### src/rtl/pcu_pkg.sv
`timescale 1ns/1ps
package pcu_pkg;
   localparam logic [1:0] MODE_OFF = 2'b00;
   localparam logic [1:0] MODE_PCM = 2'b01;
   localparam logic [1:0] MODE_ALL = 2'b10;

   typedef enum logic [1:0] {
      ACT_PASS = 2'd0,
      ACT_HOLD = 2'd1,
      ACT_MUTE = 2'd2
   } act_e;

   function automatic logic conceal_applies(input logic [1:0] mode,
                                            input logic       en,
                                            input logic       nonpcm);
      logic r;
      r = 1'b0;
      if (en) begin
         case (mode)
            MODE_PCM: r = !nonpcm;
            MODE_ALL: r = 1'b1;
            default:  r = 1'b0;
         endcase
      end
      return r;
   endfunction
endpackage

### src/rtl/pcu_err_track.sv
`timescale 1ns/1ps
module pcu_err_track #(
   parameter int HOLD_LIMIT = 8
) (
   input  logic           clk,
   input  logic           rst_n,
   input  logic           smp_valid,
   input  logic           smp_err,
   input  logic           active,
   output pcu_pkg::act_e  act
);
   localparam int CW = $clog2(HOLD_LIMIT + 2);
   localparam logic [CW-1:0] SAT = CW'(HOLD_LIMIT + 1);
   localparam logic [CW-1:0] LIM = CW'(HOLD_LIMIT);

   logic [CW-1:0] run_q;
   logic [CW-1:0] run_inc;
   logic          hit;

   assign hit = active && smp_err;

   always_comb begin
      run_inc = (run_q == SAT) ? SAT : run_q + 1'b1;
      act     = pcu_pkg::ACT_PASS;
      if (hit) act = (run_inc > LIM) ? pcu_pkg::ACT_MUTE : pcu_pkg::ACT_HOLD;
   end

   always_ff @(posedge clk) begin
      if (!rst_n)         run_q <= '0;
      else if (smp_valid) run_q <= hit ? run_inc : '0;
   end
endmodule

### src/rtl/pcu_hold_bank.sv
`timescale 1ns/1ps
module pcu_hold_bank #(
   parameter int W   = 24,
   parameter int NCH = 2,
   parameter int CHW = 1
) (
   input  logic           clk,
   input  logic           rst_n,
   input  logic           wr_en,
   input  logic [CHW-1:0] wr_chan,
   input  logic [W-1:0]   wr_data,
   input  logic [CHW-1:0] rd_chan,
   output logic [W-1:0]   rd_data
);
   logic [W-1:0] slot [NCH];

   for (genvar g = 0; g < NCH; g++) begin : g_slot
      always_ff @(posedge clk) begin
         if (!rst_n) slot[g] <= '0;
         else if (wr_en && (wr_chan == CHW'(g))) slot[g] <= wr_data;
      end
   end

   always_comb begin
      rd_data = '0;
      for (int i = 0; i < NCH; i++)
         if (rd_chan == CHW'(i)) rd_data = slot[i];
   end
endmodule

### src/rtl/pcu_stat_gate.sv
`timescale 1ns/1ps
module pcu_stat_gate #(
   parameter int BLOCK_FRAMES = 192,
   parameter int NCH          = 2,
   parameter int CHW          = 1
) (
   input  logic           clk,
   input  logic           rst_n,
   input  logic           smp_valid,
   input  logic           smp_err,
   input  logic [CHW-1:0] smp_chan,
   input  logic [3:0]     stat_in,
   output logic           gate_open,
   output logic [3:0]     stat_out
);
   localparam int FW = $clog2(BLOCK_FRAMES + 2);
   localparam logic [FW-1:0] THR = FW'(BLOCK_FRAMES + 1);

   logic [FW-1:0] clean_q;
   logic          frame_bad_q;
   logic          frame_end;

   assign frame_end = (smp_chan == CHW'(NCH - 1));
   assign gate_open = (clean_q == THR);

   always_ff @(posedge clk) begin
      if (!rst_n) begin
         clean_q     <= '0;
         frame_bad_q <= 1'b0;
      end else if (smp_valid) begin
         if (smp_err) begin
            clean_q     <= '0;
            frame_bad_q <= !frame_end;
         end else if (frame_end) begin
            if (!frame_bad_q && (clean_q != THR)) clean_q <= clean_q + 1'b1;
            frame_bad_q <= 1'b0;
         end
      end
   end

   always_ff @(posedge clk) begin
      if (!rst_n) stat_out <= '0;
      else if (smp_valid && !smp_err && gate_open) stat_out <= stat_in;
   end
endmodule

### src/rtl/parity_conceal.sv
`timescale 1ns/1ps
module parity_conceal #(
   parameter int SAMPLE_W     = 24,
   parameter int NUM_CH       = 2,
   parameter int HOLD_LIMIT   = 8,
   parameter int BLOCK_FRAMES = 192,
   parameter int CHW          = (NUM_CH > 1) ? $clog2(NUM_CH) : 1
) (
   input  logic                clk,
   input  logic                rst_n,
   input  logic                in_valid,
   input  logic [CHW-1:0]      in_chan,
   input  logic [SAMPLE_W-1:0] in_sample,
   input  logic                in_perr,
   input  logic                in_nonpcm,
   input  logic                in_vbit,
   input  logic                in_ubit,
   input  logic                in_cbit,
   input  logic [1:0]          cfg_mode,
   input  logic                cfg_en,
   output logic                out_valid,
   output logic [CHW-1:0]      out_chan,
   output logic [SAMPLE_W-1:0] out_sample,
   output logic                stat_open,
   output logic                out_vbit,
   output logic                out_ubit,
   output logic                out_cbit,
   output logic                out_nonpcm
);
   initial begin
      if (SAMPLE_W < 1)     $fatal(1, "SAMPLE_W must be at least 1");
      if (NUM_CH < 1)       $fatal(1, "NUM_CH must be at least 1");
      if (HOLD_LIMIT < 1)   $fatal(1, "HOLD_LIMIT must be at least 1");
      if (BLOCK_FRAMES < 1) $fatal(1, "BLOCK_FRAMES must be at least 1");
   end

   logic                active;
   pcu_pkg::act_e       act;
   logic [SAMPLE_W-1:0] last_good;
   logic [3:0]          stat_held;

   assign active = in_valid && pcu_pkg::conceal_applies(cfg_mode, cfg_en, in_nonpcm);

   pcu_err_track #(.HOLD_LIMIT(HOLD_LIMIT)) u_track (
      .clk(clk), .rst_n(rst_n), .smp_valid(in_valid), .smp_err(in_perr),
      .active(active), .act(act)
   );

   pcu_hold_bank #(.W(SAMPLE_W), .NCH(NUM_CH), .CHW(CHW)) u_bank (
      .clk(clk), .rst_n(rst_n), .wr_en(in_valid && !in_perr), .wr_chan(in_chan),
      .wr_data(in_sample), .rd_chan(in_chan), .rd_data(last_good)
   );

   pcu_stat_gate #(.BLOCK_FRAMES(BLOCK_FRAMES), .NCH(NUM_CH), .CHW(CHW)) u_gate (
      .clk(clk), .rst_n(rst_n), .smp_valid(in_valid), .smp_err(in_perr),
      .smp_chan(in_chan), .stat_in({in_nonpcm, in_cbit, in_ubit, in_vbit}),
      .gate_open(stat_open), .stat_out(stat_held)
   );

   assign {out_nonpcm, out_cbit, out_ubit, out_vbit} = stat_held;

   always_ff @(posedge clk) begin
      if (!rst_n) begin
         out_valid  <= 1'b0;
         out_chan   <= '0;
         out_sample <= '0;
      end else begin
         out_valid <= in_valid;
         if (in_valid) begin
            out_chan <= in_chan;
            case (act)
               pcu_pkg::ACT_HOLD: out_sample <= last_good;
               pcu_pkg::ACT_MUTE: out_sample <= '0;
               default:           out_sample <= in_sample;
            endcase
         end
      end
   end
endmodule

### config.mk
export PLATFORM = sky130hd
export DESIGN_NAME = parity_conceal
export DESIGN_NICKNAME = d
export VERILOG_FILES = /design/src/rtl/pcu_pkg.sv /design/src/rtl/pcu_err_track.sv /design/src/rtl/pcu_hold_bank.sv /design/src/rtl/pcu_stat_gate.sv /design/src/rtl/parity_conceal.sv
export SDC_FILE = /design/constraint.sdc
export NUM_CORES = 1
export LEC_CHECK = 0
export ABC_AREA = 1
export BUFFER_PORTS_ARGS = -buffer_cell sky130_fd_sc_hd__buf_4
export CORE_ASPECT_RATIO = 0.5
export CORE_MARGIN = 3
export CORE_UTILIZATION = 32
export DETAILED_ROUTE_END_ITERATION = 10
export PLACE_DENSITY = 0.53
export SETUP_SLACK_MARGIN = 0.1
export SLEW_MARGIN = 10
export SYNTH_ARGS = -nofsm -noshare
export SYNTH_HDL_FRONTEND = slang
export SYNTH_SLANG_ARGS = --single-unit
### constraint.sdc
create_clock -name clk -period 3.7 [get_ports clk]
set_input_delay 0.74 -clock clk [delete_from_list [all_inputs] [get_ports clk]]
set_output_delay 0.74 -clock clk [all_outputs]
set_load 0.1 [all_outputs]
* Yosys cells after proc, flatten, opt, wreduce, memory -nomap -nowiden
Memories as Yosys holds them, arrays and structs flattened.
Cells that the tools add are included.
** Storage, ports and cells
- Register bits :: 43
- Logic and storage cells :: 58
- Bits in writable memories :: 48
- Memories :: 1
- Input port bits :: 36
** Memories
- u_bank.slot :: depth 2, width 24, read ports 2, clocked after memory_dff 0, write ports 2, line pcu_hold_bank.sv:15 : logic [W-1:0] slot [NCH];
** Cells by class
- Bitwise gates (word level) :: 3
- $add $sub $neg :: 2
- Eq/ne operators :: 7
- Reduce and logical (&&, ||, !) cells :: 15
- Mux-type cells :: 22
- $lt $le $gt $ge :: 1
** Operators by type and width (number)
- $mux 24 :: 3
- $pmux 24 s2 :: 1
- $mux 8 :: 3
- $mux 1 :: 10
- $add 8x1->8 const B :: 1
- $eq 8x8->1 const B :: 1
- $mux 4 :: 2
- $ne 8x8->1 const B :: 1
- $logic_and 1x1->1 :: 7
- $add 4x1->4 const B :: 1
- $eq 2x1->1 const B :: 2
- $eq 2x2->1 const B :: 2
- $eq 4x4->1 const B :: 1
- $gt 4x4->1 const B :: 1
- $logic_not 1->1 :: 4
- $mux 2 :: 2
- $reduce_bool 2->1 :: 2
- $reduce_and 3->1 :: 1
- $or 1x1->1 :: 2
- $pmux 1 s2 :: 1
- $reduce_and 2->1 :: 1
- $not 1->1 :: 1

* Depth between registers and ports, before layout
Gate-level depths: netlist of the first run.
- Depth in word-level cells :: 8
- Gate-level depth with buffers :: 11
- Mapped depth without buffers :: 11

* Cells and area by module
From an unflattened synthesis of the first run, not the netlist that was laid out.
** Unflattened totals
- Cells, all modules :: 577
- Area, all modules :: 4441.8 um^2
** Modules (own cells, without submodules)
- pcu_hold_bank :: sequential area each 1441.4 um^2, cells an instance 207, area each 2097.0 um^2, instances 1
- parity_conceal :: sequential area each 520.5 um^2, cells an instance 226, area each 1413.9 um^2, instances 1
- pcu_stat_gate :: sequential area each 260.2 um^2, cells an instance 106, area each 703.2 um^2, instances 1
- pcu_err_track :: sequential area each 80.1 um^2, cells an instance 38, area each 227.7 um^2, instances 1

* Least setup slack after synthesis of the first run
Ideal clock, no wire load.
- Kind :: input to register
- Start point :: input in_chan
- End point :: memory u_bank.slot[1][0], enable pin
- Path slack :: 545 ps
- Required time :: 3262 ps
- Stages on the path :: 3
- Path buffers :: 1
- Library setup time :: 438 ps
- Arrival time :: 2717 ps
- Cells stage by stage :: buf_4 nand2_1 o21ai_0
** RTL lines
- start, declared :: line parity_conceal.sv:12 : input logic [CHW-1:0] in_chan,
- end, declared :: line pcu_hold_bank.sv:15

==> qor.csv, run 1 <==
stage,metric,value,unit
status,status,"finished, final reports clean",
sta,final hold violations,0,
detailed_routing,DRC Markers,0,
global_route,all-layer global routing usage,13.5,%
global_route,largest net degree at the start of global routing,56,
worst_setup_path,"critical path fanouts, max",55,
sta,Hold Worst Slack,0.452,ns
place,standard cell area after detailed placement,4760,um2
sta,Worst-Margin Slew,1.03,ns
logic_synthesis,yosys warns,0,
clock_tree,CTS Sinks,91,
floorplanning,Site Rows,28,
pwr,sequential share of power,48.9,%
global_route,global route overflow,0,
sta,Max transition margin,31.2,%
pwr,power density of the placed cells,465,nW/um2
logic_synthesis,top post-synthesis cells by area,"sky130_fd_sc_hd__edfxtp_1, sky130_fd_sc_hd__dfxtp_1, sky130_fd_sc_hd__nor2_1",
sta,max-slew violations,0,
pwr,sw power,0.651,mW
global_route,global-route wire length before repair,15400,um
finish,most common library cell in the layout ignoring fill and taps,sky130_fd_sc_hd__nor2_1,
sta,maximum clock frequency,412,MHz
sta,final period demand of the worst path,2.43,ns
floorplanning,die extent in x,166,um
detailed_routing,count of routing violations after the opening detailed-route iteration,215,
finish,NumNets Final,570,
clock_tree,Bufs on Longest Clock Path,2,
finish,final instance area,5030,um2
detailed_routing,total routed wirelength,9330,um
logic_synthesis,sequential fraction of the synthesis area,55.9,%
logic_synthesis,post-synthesis net count,510,
finish,final standard cell utilization of the core,41.3,%
sta,RSZ-0062 raised after global routing,no,
floorplanning,vertical die dimension,86.2,um
detailed_routing,first-pass iteration count of the detailed router,4,
finish,Syn-to-layout area delta,22.2,%
clock_tree,"Setup Fix Bufs, Post-CTS",0,
floorplanning,total die area,14300,um2
pwr,"IR drop worst, VDD",186,uV
sta,Setup Skew,0.00800,ns
worst_setup_path,category of the worst setup path capture point,flop,
logic_synthesis,portion of synthesized cell area occupied by the leading cell type,35.0,%
clock_tree,clock input transition at the sequential cells of the worst setup and hold paths,0.06,ns
logic_synthesis,post-synthesis cell area,4120,um2
place,port buffer count,66,
worst_setup_path,worst setup path class,input port to flop,
sta,Total Negative Setup Slacks,0,ns
pwr,internal power,1.69,mW
worst_setup_path,arrival time worst endpoint,2.46,ns
finish,number of inserted diodes,0,
logic_synthesis,"flops & latches, synth",91,
detailed_routing,vias per cell,4.48,
clock_tree,TritonCTS clock tree,yes,
pwr,relative contribution of combinational cells to total power,14.9,%
pwr,part of the power in the clock network,36.2,%
pwr,proportion of total power due to net switching,27.9,%
clock_tree,CTS buffer count,9,
flow_run,number of maximum-capacitance constraint violations,0,
worst_setup_path,required time at the worst-slack endpoint,3.73,ns
finish,Layout Cells excl Fill,700,
place,Placed Cells,684,
logic_synthesis,average cell area after synthesis,8.76,um2
detailed_routing,Antenna Violating Nets Remaining,0,
finish,share of cells above drive strength 1,20.6,%
floorplanning,core area,12200,um2
clock_tree,root cell of the clock tree,sky130_fd_sc_hd__clkbuf_16,
clock_tree,number of resized instances in the post-cts repair step,0,
global_route,number of global-route vias before repair,3173,
clock_tree,hold buffers post-CTS,0,
place,RePlAce Congestion,0.808,
logic_synthesis,count of distinct cell types in the synthesized netlist,24,
logic_synthesis,post-synthesis cell type with the largest combined area,sky130_fd_sc_hd__edfxtp_1,
detailed_routing,count of vias placed by the detailed router,3138,
global_route,initial antenna violation count,0,
clock_tree,insertion delay of the later-clocked pin in the worst-skew pair,0.34,ns
sta,final setup violation count,0,
floorplanning,Top-Level Pins,67,
pwr,leakage,2.15,nW
clock_tree,deepest level of the CTS H-tree,3,
sta,portion of the clock cycle consumed by the worst path in the final layout,65.6,%
logic_synthesis,synthesized instance count,470,
place,DPL Wire Length,6020,um
floorplanning,initial standard-cell utilization of the core,33.8,%
worst_setup_path,critical path launch point type,input port,
detailed_routing,average routed wire per standard cell,13.3,um
finish,most frequent cells in the layout,"sky130_fd_sc_hd__nor2_1, sky130_fd_sc_hd__buf_4, sky130_fd_sc_hd__o21ai_0",
hold_path,Hold Path Class,flop to flop,
## synthesized netlist by cell type
| library cell | number |
|---|---|
| sky130_fd_sc_hd__buf_2 | 5 |
| sky130_fd_sc_hd__nand3_2 | 1 |
| sky130_fd_sc_hd__nand4_1 | 1 |
| sky130_fd_sc_hd__nor2_1 | 126 |
| sky130_fd_sc_hd__nor2_2 | 20 |
| sky130_fd_sc_hd__inv_2 | 1 |
| sky130_fd_sc_hd__inv_1 | 47 |
| sky130_fd_sc_hd__buf_4 | 2 |
| sky130_fd_sc_hd__mux2i_1 | 24 |
| sky130_fd_sc_hd__nand2_2 | 1 |
| sky130_fd_sc_hd__o21ai_2 | 1 |
| sky130_fd_sc_hd__edfxtp_1 | 48 |
| sky130_fd_sc_hd__dfxtp_1 | 43 |
| sky130_fd_sc_hd__nand2_1 | 49 |
| sky130_fd_sc_hd__ha_1 | 4 |
| sky130_fd_sc_hd__xor2_1 | 1 |
| sky130_fd_sc_hd__a21oi_1 | 16 |
| sky130_fd_sc_hd__o21ai_0 | 53 |
| sky130_fd_sc_hd__nor3_1 | 1 |
| sky130_fd_sc_hd__nand3_1 | 9 |
| sky130_fd_sc_hd__buf_6 | 2 |
| sky130_fd_sc_hd__o21ai_1 | 1 |
| sky130_fd_sc_hd__nor2_4 | 1 |
| sky130_fd_sc_hd__clkbuf_1 | 13 |
## metal layers
metal | routed length, um | global-route usage (%) | vias to the layer above | share of wire [%]
li1 | - | - | 1628 | -
met4 | 122 | 4.27 | 0 | 1.3
met5 | 0 | 0 | - | 0
met1 | 4510 | 17.8 | 1435 | 48
met3 | 503 | 3.87 | 10 | 5.4
met2 | 4200 | 21.7 | 65 | 45
## area by class of cell
| cell class | instances | area, um2 |
|---|---|---|
| Inverter | 48 | 180 |
| Multi-Input combinational cell | 309 | 1540 |
| Sequential cell | 91 | 2300 |
| Timing Repair Buffer | 71 | 533 |
| Clock inverter | 4 | 26.3 |
| Fill cell | 1259 | 7160 |
| Clock buffer | 12 | 246 |
| Tap cell | 165 | 206 |
## logic make-up (layout without fill, tap and decap cells)
group	after synthesis	in the layout	share of synthesized area (%)
buf+inv	70	135	7.08
fa+ha+maj	4	4	1.22
flops	91	91	55.9
simple gates	209	209	21.0
mux	24	24	5.83
compound gates	71	71	8.72
xor+xnor	1	1	0.213
## state kept, by name, indices dropped and copies added, names as in the netlist
register            count
u_bank.slot            48
out_sample             24
u_gate.clean_q          8
u_gate.stat_out         4
u_track.run_q           4
out_chan                1
out_valid               1
u_gate.frame_bad_q      1
## through the flow
stage / power (mW) / setup WS (ns)
floorplan: 1.42 / 0.545
global placement: 1.52 / 0.915
detailed placement: 1.52 / 0.915
CTS: 2.37 / 1.28
global route: 2.44 / 1.11
finish: 2.34 / 1.27
## power by group through the flow
| stage | clock, mW | combinational, mW | sequential [mW] |
|---|---|---|---|
| after global placement | 0 | 0.351 | 1.17 |
| after CTS | 0.872 | 0.352 | 1.15 |
| after floorplan | 0 | 0.114 | 1.30 |
| after detailed placement | 0 | 0.351 | 1.17 |
| final | 0.847 | 0.348 | 1.14 |
| after global routing | 0.914 | 0.375 | 1.15 |
## critical path, cell delays in order
cell                      delay [ns]
sky130_fd_sc_hd__buf_4          0.42
sky130_fd_sc_hd__inv_1          0.17
sky130_fd_sc_hd__nor2_1         0.26
sky130_fd_sc_hd__nand2_1        0.08
sky130_fd_sc_hd__nand2_1        0.43
sky130_fd_sc_hd__buf_4          0.33
## final timing paths
path	start	to	slack, ns	cells past startpoint
max	in_valid	u_bank.slot[0][2]$_SDFFCE_PN0P_	1.27	6
min	u_track.run_q[1]$_SDFFE_PN0P_	u_track.run_q[1]$_SDFFE_PN0P_	0.45	2
max reg2reg	u_track.run_q[0]$_SDFFE_PN0P_	out_sample[4]$_SDFFE_PN0P_	2.00	6
min reg2reg	u_track.run_q[1]$_SDFFE_PN0P_	u_track.run_q[1]$_SDFFE_PN0P_	0.45	2
No activity file was read; power rests on OpenSTA's default activity.
==> run 2: changes to the inputs <==
--- a/config.mk
+++ b/config.mk
@@ -11,7 +11,7 @@
 export CORE_MARGIN = 3
 export CORE_UTILIZATION = 32
 export DETAILED_ROUTE_END_ITERATION = 10
-export PLACE_DENSITY = 0.53
+export PLACE_DENSITY = 0.55
 export SETUP_SLACK_MARGIN = 0.1
 export SLEW_MARGIN = 10
 export SYNTH_ARGS = -nofsm -noshare
==> constraint.sdc (replaced) <==
create_clock -name clk -period 2 [get_ports clk]
set_input_delay 0.4 -clock clk [delete_from_list [all_inputs] [get_ports clk]]
set_output_delay 0.4 -clock clk [all_outputs]
set_load 0.1 [all_outputs]
==> qor.csv, run 2 (synthesized netlist as in run 1, its figures left out) <==
stage,metric,value,unit,change
place,standard cell area after detailed placement,4820,um2,+1.4%
finish,"flip-flop count of the largest register, all copies and words added",48,,unchanged
clock_tree,CTS Sinks,91,,unchanged
sta,Max transition margin,38.3,%,+7.1 points
sta,smallest setup slack after layout,0.147,ns,-1.13 ns
pwr,leakage,2.18,nW,+1.5%
sta,Worst-Margin Slew,0.925,ns,-0.102 ns
detailed_routing,total routed wirelength,9550,um,+2.3%
worst_setup_path,critical path launch point type,flop,,
detailed_routing,average routed wire per standard cell,13.5,um,+1.5%
sta,final setup violation count,0,,unchanged
detailed_routing,vias per cell,4.56,,+1.8%
finish,largest registers ranked by flip-flop count,"u_bank.slot x48, out_sample x24, u_gate.clean_q x8",,
sta,Total Negative Setup Slacks,0,ns,unchanged
worst_setup_path,required time at the worst-slack endpoint,1.60,ns,-2.13 ns
floorplanning,initial standard-cell utilization of the core,33.8,%,unchanged
floorplanning,Site Rows,28,,unchanged
global_route,all-layer global routing usage,13.9,%,+0.43 points
clock_tree,clock input transition at the sequential cells of the worst setup and hold paths,0.06,ns,about the same
finish,final standard cell utilization of the core,42.2,%,+0.90 points
global_route,global route overflow,0,,unchanged
finish,most frequent cells in the layout,"sky130_fd_sc_hd__nor2_1, sky130_fd_sc_hd__buf_4, sky130_fd_sc_hd__o21ai_0",,
clock_tree,deepest level of the CTS H-tree,3,,unchanged
detailed_routing,first-pass iteration count of the detailed router,4,,unchanged
pwr,power density of the placed cells,859,nW/um2,+85%
finish,largest register by flop count,u_bank.slot,,
floorplanning,vertical die dimension,86.2,um,unchanged
finish,most common library cell in the layout ignoring fill and taps,sky130_fd_sc_hd__nor2_1,,
finish,Syn-to-layout area delta,24.8,%,
sta,maximum clock frequency,540,MHz,
sta,Setup Skew,0.00615,ns,-0.00185 ns
worst_setup_path,"critical path fanouts, max",5,,-91%
sta,final period demand of the worst path,1.85,ns,
hold_path,Hold Path Class,input port to flop,,
sta,max-slew violations,0,,unchanged
worst_setup_path,Register-to-Register Path Depth,6,,unchanged
clock_tree,Bufs on Longest Clock Path,2,,unchanged
worst_setup_path,arrival time worst endpoint,1.45,ns,-1.01 ns
place,port buffer count,66,,unchanged
clock_tree,CTS buffer count,9,,unchanged
hold_path,WHS Path Cells,3,,+1
floorplanning,Top-Level Pins,67,,unchanged
floorplanning,die extent in x,166,um,unchanged
floorplanning,core area,12200,um2,unchanged
detailed_routing,DRC Markers,0,,unchanged
detailed_routing,Antenna Violating Nets Remaining,0,,unchanged
detailed_routing,count of vias placed by the detailed router,3221,,+2.6%
flow_run,number of maximum-capacitance constraint violations,0,,unchanged
clock_tree,root cell of the clock tree,sky130_fd_sc_hd__clkbuf_16,,
detailed_routing,count of routing violations after the opening detailed-route iteration,218,,+1.4%
global_route,number of global-route vias before repair,3275,,+3.2%
sta,RSZ-0062 raised after global routing,yes,,
place,DPL Wire Length,5990,um,-0.47%
worst_setup_path,category of the worst setup path capture point,primary output,,
clock_tree,insertion delay of the later-clocked pin in the worst-skew pair,0.35,ns,about the same
finish,final instance area,5140,um2,+2.2%
finish,share of cells above drive strength 1,22.7,%,+2.2 points
pwr,"IR drop worst, VDD",345,uV,+85%
finish,number of inserted diodes,0,,unchanged
finish,NumNets Final,576,,+1.1%
place,worst slack at placement,0.168,ns,-0.746 ns
floorplanning,total die area,14300,um2,unchanged
status,status,"finished, final reports clean",,
clock_tree,"Setup Fix Bufs, Post-CTS",0,,unchanged
global_route,initial antenna violation count,0,,unchanged
sta,portion of the clock cycle consumed by the worst path in the final layout,92.7,%,
sta,final hold violations,0,,unchanged
global_route,largest net degree at the start of global routing,40,,-29%
clock_tree,hold buffers post-CTS,0,,unchanged
worst_setup_path,worst setup path class,flop to primary output,,
place,RePlAce Congestion,0.805,,-0.36%
global_route,global-route wire length before repair,15900,um,+3.4%
clock_tree,TritonCTS clock tree,yes,,
run 2: per-layer routing:
layer	global-route usage [%]	wire, um	part of all wire [%]
met1	17.2	4700	49
met2	23.4	4330	45
met3	4.46	392	4.1
met4	4.64	131	1.4
met5	0	0	0
run 2: path summary, 6_finish.rpt:
kind	from	to	slack, ns
setup reg to reg	u_track.run_q[0]$_SDFFE_PN0P_	out_sample[0]$_SDFFE_PN0P_	0.33
hold reg to reg	u_track.run_q[1]$_SDFFE_PN0P_	u_track.run_q[1]$_SDFFE_PN0P_	0.47
setup / recovery	u_gate.clean_q[1]$_SDFFE_PN0P_	stat_open	0.15
hold / removal	in_vbit	u_gate.stat_out[0]$_SDFFE_PN0P_	0.31
run 2: stage by stage:
stage	hold slack [ns]	total power, mW	std cells
CTS	0.295	4.48	705
detailed placement	0.456	2.82	689
global route	0.307	4.62	706
floorplan	0.431	2.62	470
finish	0.308	4.42	706
global placement	0.443	2.81	689
run 2: power breakdown:
group	switching [mW]	leakage [nW]	internal [mW]
Clock	0.781	0.140	0.867
Sequential	0.0360	0.826	2.08
Combinational	0.477	1.22	0.178
run 2: critical path, cell delays in order, from the launching register on:
cell and delay [ns]:
sky130_fd_sc_hd__dfxtp_4 0.36, sky130_fd_sc_hd__inv_1 0.04, sky130_fd_sc_hd__ha_1 0.18, sky130_fd_sc_hd__nand2_1 0.08
sky130_fd_sc_hd__nor2_2 0.04, sky130_fd_sc_hd__nand2_2 0.11, sky130_fd_sc_hd__clkinvlp_4 0.12, sky130_fd_sc_hd__buf_12 0.17
run 2: layout make-up:
cell class	count	area, um2
Fill cell	1265	7050
Sequential cell	91	2310
Multi-Input combinational cell	310	1550
Timing Repair Buffer	76	608
Clock buffer	9	225
Tap cell	165	206
Inverter	48	184
Clock inverter	7	61.3
run 2: timing repair:
item | in CTS | in global routing
gates cloned | 0 | 1
pin swaps | 0 | 2
hold endpoints to repair | 0 | 0
gates resized for setup | 4 | 3
endpoints found under the setup margin | 1 | 5
==> run 3: changes to the inputs <==
--- a/config.mk
+++ b/config.mk
@@ -5,7 +5,6 @@
 export SDC_FILE = /design/constraint.sdc
 export NUM_CORES = 1
 export LEC_CHECK = 0
-export ABC_AREA = 1
 export BUFFER_PORTS_ARGS = -buffer_cell sky130_fd_sc_hd__buf_4
 export CORE_ASPECT_RATIO = 0.5
 export CORE_MARGIN = 3
==> qor.csv, run 3 <==
stage,metric,value,unit,change
worst_setup_path,required time at the worst-slack endpoint,1.60,ns,about the same
detailed_routing,total routed wirelength,9690,um,+1.5%
floorplanning,vertical die dimension,85.5,um,-0.79%
logic_synthesis,sequential fraction of the synthesis area,56.9,%,+0.97 points
logic_synthesis,"share of synthesized cell area in and, or, nand and nor gates",19.8,%,-1.3 points
finish,NumNets Final,484,,-16%
finish,share of cells above drive strength 1,24.3,%,+1.5 points
clock_tree,clock input transition at the sequential cells of the worst setup and hold paths,0.06,ns,about the same
logic_synthesis,main flop type after synthesis,sky130_fd_sc_hd__edfxtp_1,,
sta,smallest setup slack after layout,0.0705,ns,-0.0762 ns
place,DPL Wire Length,6080,um,+1.6%
place,Placed Cells,596,,-13%
logic_synthesis,post-synthesis net count,420,,-18%
clock_tree,insertion delay of the later-clocked pin in the worst-skew pair,0.34,ns,about the same
pwr,proportion of total power due to net switching,28.5,%,-0.82 points
sta,max-slew violations,0,,unchanged
worst_setup_path,highest cell delay on the worst timing path,0.39,ns,+0.03 ns
sta,final setup violation count,0,,unchanged
finish,most frequent cells in the layout,"sky130_fd_sc_hd__buf_4, sky130_fd_sc_hd__edfxtp_1, sky130_fd_sc_hd__o221ai_1",,
clock_tree,TritonCTS clock tree,yes,,
logic_synthesis,fraction of registers with async set or reset after synthesis,0,%,unchanged
sta,Setup Skew,0.0104,ns,+0.00429 ns
finish,number of inserted diodes,0,,unchanged
finish,most common library cell in the layout ignoring fill and taps,sky130_fd_sc_hd__buf_4,,
logic_synthesis,count of distinct cell types in the synthesized netlist,40,,+67%
finish,area of all sequential standard cells,2310,um2,+0.16%
detailed_routing,first-pass iteration count of the detailed router,5,,+1
floorplanning,initial standard-cell utilization of the core,33.5,%,-0.29 points
logic_synthesis,Synth Area in XOR/XNOR,1.51,%,+1.3 points
detailed_routing,DRC Markers,0,,unchanged
finish,largest registers ranked by flip-flop count,"u_bank.slot x48, out_sample x24, u_gate.clean_q x8",,
logic_synthesis,top post-synthesis cells by area,"sky130_fd_sc_hd__edfxtp_1, sky130_fd_sc_hd__dfxtp_1, sky130_fd_sc_hd__o221ai_1",,
pwr,leakage,1.94,nW,-11%
finish,final standard cell utilization of the core,42.0,%,-0.14 points
pwr,part of the power in the clock network,37.5,%,+0.2 points
flow_run,number of maximum-capacitance constraint violations,0,,unchanged
sta,Total Negative Setup Slacks,0,ns,unchanged
detailed_routing,Antenna Violating Nets Remaining,0,,unchanged
global_route,initial antenna violation count,0,,unchanged
global_route,largest net degree at the start of global routing,48,,+20%
worst_setup_path,worst setup path class,flop to primary output,,
logic_synthesis,most used standard cell by instance count after synthesis,sky130_fd_sc_hd__edfxtp_1,,
pwr,sw power,1.26,mW,-2.5%
logic_synthesis,post-synthesis cell type with the largest combined area,sky130_fd_sc_hd__edfxtp_1,,
sta,Worst-Margin Slew,0.478,ns,-0.448 ns
pwr,internal power,3.16,mW,+1.4%
worst_setup_path,arrival time worst endpoint,1.53,ns,+0.08 ns
logic_synthesis,synthesized instance count,380,,-19%
finish,Syn-to-layout area delta,25.5,%,
clock_tree,CTS buffer count,9,,unchanged
detailed_routing,average routed wire per standard cell,15.8,um,+17%
floorplanning,core area,12100,um2,-0.86%
logic_synthesis,synthesized-area fraction occupied by adder cells,1.24,%,+0.021 points
sta,final period demand of the worst path,1.93,ns,+0.0762 ns
floorplanning,Site Rows,28,,unchanged
floorplanning,die extent in x,165,um,-0.83%
floorplanning,total die area,14100,um2,-1.6%
finish,layout filler cell count,1208,,-4.5%
logic_synthesis,yosys warns,0,,unchanged
logic_synthesis,count of flip-flops with a built-in enable after synthesis,48,,unchanged
clock_tree,CTS Sinks,91,,unchanged
sta,portion of the clock cycle consumed by the worst path in the final layout,96.5,%,+3.8 points
detailed_routing,count of vias placed by the detailed router,3078,,-4.4%
sta,final hold violations,0,,unchanged
logic_synthesis,area fraction in compound gates after synthesis,13.3,%,+4.6 points
place,RePlAce Congestion,0.769,,-4.4%
logic_synthesis,portion of synthesized cell area occupied by the leading cell type,35.6,%,+0.61 points
global_route,global route overflow,0,,unchanged
sta,maximum clock frequency,518,MHz,-3.9%
pwr,sequential share of power,47.9,%,about the same
clock_tree,hold buffers post-CTS,0,,unchanged
global_route,all-layer global routing usage,14.3,%,+0.35 points
hold_path,Hold Path Class,input port to flop,,
worst_setup_path,critical path launch point type,flop,,
finish,Layout Cells excl Fill,614,,-13%
pwr,power density of the placed cells,872,nW/um2,+1.5%
logic_synthesis,average cell area after synthesis,10.7,um2,+22%
finish,"flip-flop count of the largest register, all copies and words added",48,,unchanged
pwr,relative contribution of combinational cells to total power,14.6,%,-0.2 points
detailed_routing,vias per cell,5.01,,+9.9%
worst_setup_path,CP max stage cell,sky130_fd_sc_hd__or3b_4,,
global_route,number of global-route vias before repair,2954,,-9.8%
worst_setup_path,"critical path fanouts, max",2,,-3
pwr,"IR drop worst, VDD",396,uV,+15%
finish,largest register by flop count,u_bank.slot,,
logic_synthesis,post-synthesis cell area,4050,um2,-1.7%
worst_setup_path,cells along the critical path,"or3b_4, nor4_4, buf_6",,
finish,multi-input combinational cell area,1510,um2,-2.5%
floorplanning,Top-Level Pins,67,,unchanged
clock_tree,root cell of the clock tree,sky130_fd_sc_hd__clkbuf_16,,
logic_synthesis,post-synthesis mux area share,1.24,%,-4.6 points
place,port buffer count,66,,unchanged
global_route,global-route wire length before repair,15700,um,-1.3%
clock_tree,Bufs on Longest Clock Path,2,,unchanged
logic_synthesis,most frequent cells after synthesis,"sky130_fd_sc_hd__edfxtp_1, sky130_fd_sc_hd__o221ai_1, sky130_fd_sc_hd__nor3_1, sky130_fd_sc_hd__nand2_1, sky130_fd_sc_hd__dfxtp_1",,
place,worst slack at placement,0.101,ns,-0.0673 ns
sta,RSZ-0062 raised after global routing,yes,,
detailed_routing,count of routing violations after the opening detailed-route iteration,225,,+3.2%
worst_setup_path,category of the worst setup path capture point,primary output,,
logic_synthesis,combinational family with the most area after synthesis,simple AND/OR/NAND/NOR gates,,
sta,Max transition margin,68.2,%,+30 points
clock_tree,deepest level of the CTS H-tree,3,,unchanged
status,status,"finished, final reports clean",,
logic_synthesis,"flops & latches, synth",91,,unchanged
[run 3: metrics by stage]
step	hold slack [ns]	power, mW	area (um2)
3_3_place_gp	0.448	2.81	4760
3_5_place_dp	0.459	2.82	4760
6_report	0.323	4.43	5080
4_1_cts	0.313	4.48	5080
2_1_floorplan	0.455	2.61	4060
5_1_grt	0.325	4.62	5080
[run 3: path summary, 6_finish.rpt]
kind                                                       from  cells past startpoint                         endpoint  slack (ns)
worst max-delay path             u_gate.clean_q[2]$_SDFFE_PN0P_                      3                        stat_open        0.07
worst min-delay path                                    in_ubit                      3  u_gate.stat_out[1]$_SDFFE_PN0P_        0.32
worst max register to register   u_gate.clean_q[1]$_SDFFE_PN0P_                      7   u_gate.clean_q[2]$_SDFFE_PN0P_        0.29
worst min register to register  u_gate.stat_out[3]$_SDFFE_PN0P_                      2  u_gate.stat_out[3]$_SDFFE_PN0P_        0.47
[run 3: routing by layer]
metal  track usage (%)  up-vias  part of all wire [%]
li1                  -     1522                     -
met1              19.8     1489                    48
met2              22.7       60                    47
met3              3.23        7                   4.5
met4              3.42        0                  0.81
met5                 0        -                     0
[run 3: cells by family after synthesis]
| kind of cell | count (synthesis) |
|---|---|
| and+or+nand+nor | 151 |
| DFF | 91 |
| AOI/OAI and AO/OA | 68 |
| buffers and inverters | 54 |
| xor gates and xnor gates | 7 |
| muxes | 5 |
| adders and majority gates | 4 |
[run 3: critical path, delay by kind of cell (launching register included)]
kind,cells,cell delay (ns)
and+or+nand+nor,2,0.58
DFF,1,0.34
buffers and inverters,1,0.27
[run 3: power by group through the flow]
stage / sequential (mW) / combinational [mW] / clock (mW)
after detailed placement: 2.16 / 0.654 / 0
final: 2.12 / 0.648 / 1.66
after global placement: 2.16 / 0.652 / 0
after CTS: 2.12 / 0.656 / 1.70
after floorplan: 2.39 / 0.221 / 0
after global routing: 2.13 / 0.692 / 1.80
[run 3: layout make-up]
type,count,share of cell area (%)
clock buffer,10,4.71
clock inverter,6,1.06
inverter,26,1.92
multi-input combinational,235,29.7
sequential,91,45.5
tap,165,4.07
timing repair buffer,81,13.0
[run 3: what timing repair did]
item | in CTS | in global routing
gates resized for setup | 4 | 1
setup buffers | 2 | 0
setup endpoints to repair | 1 | 1
pin swaps | 1 | 1
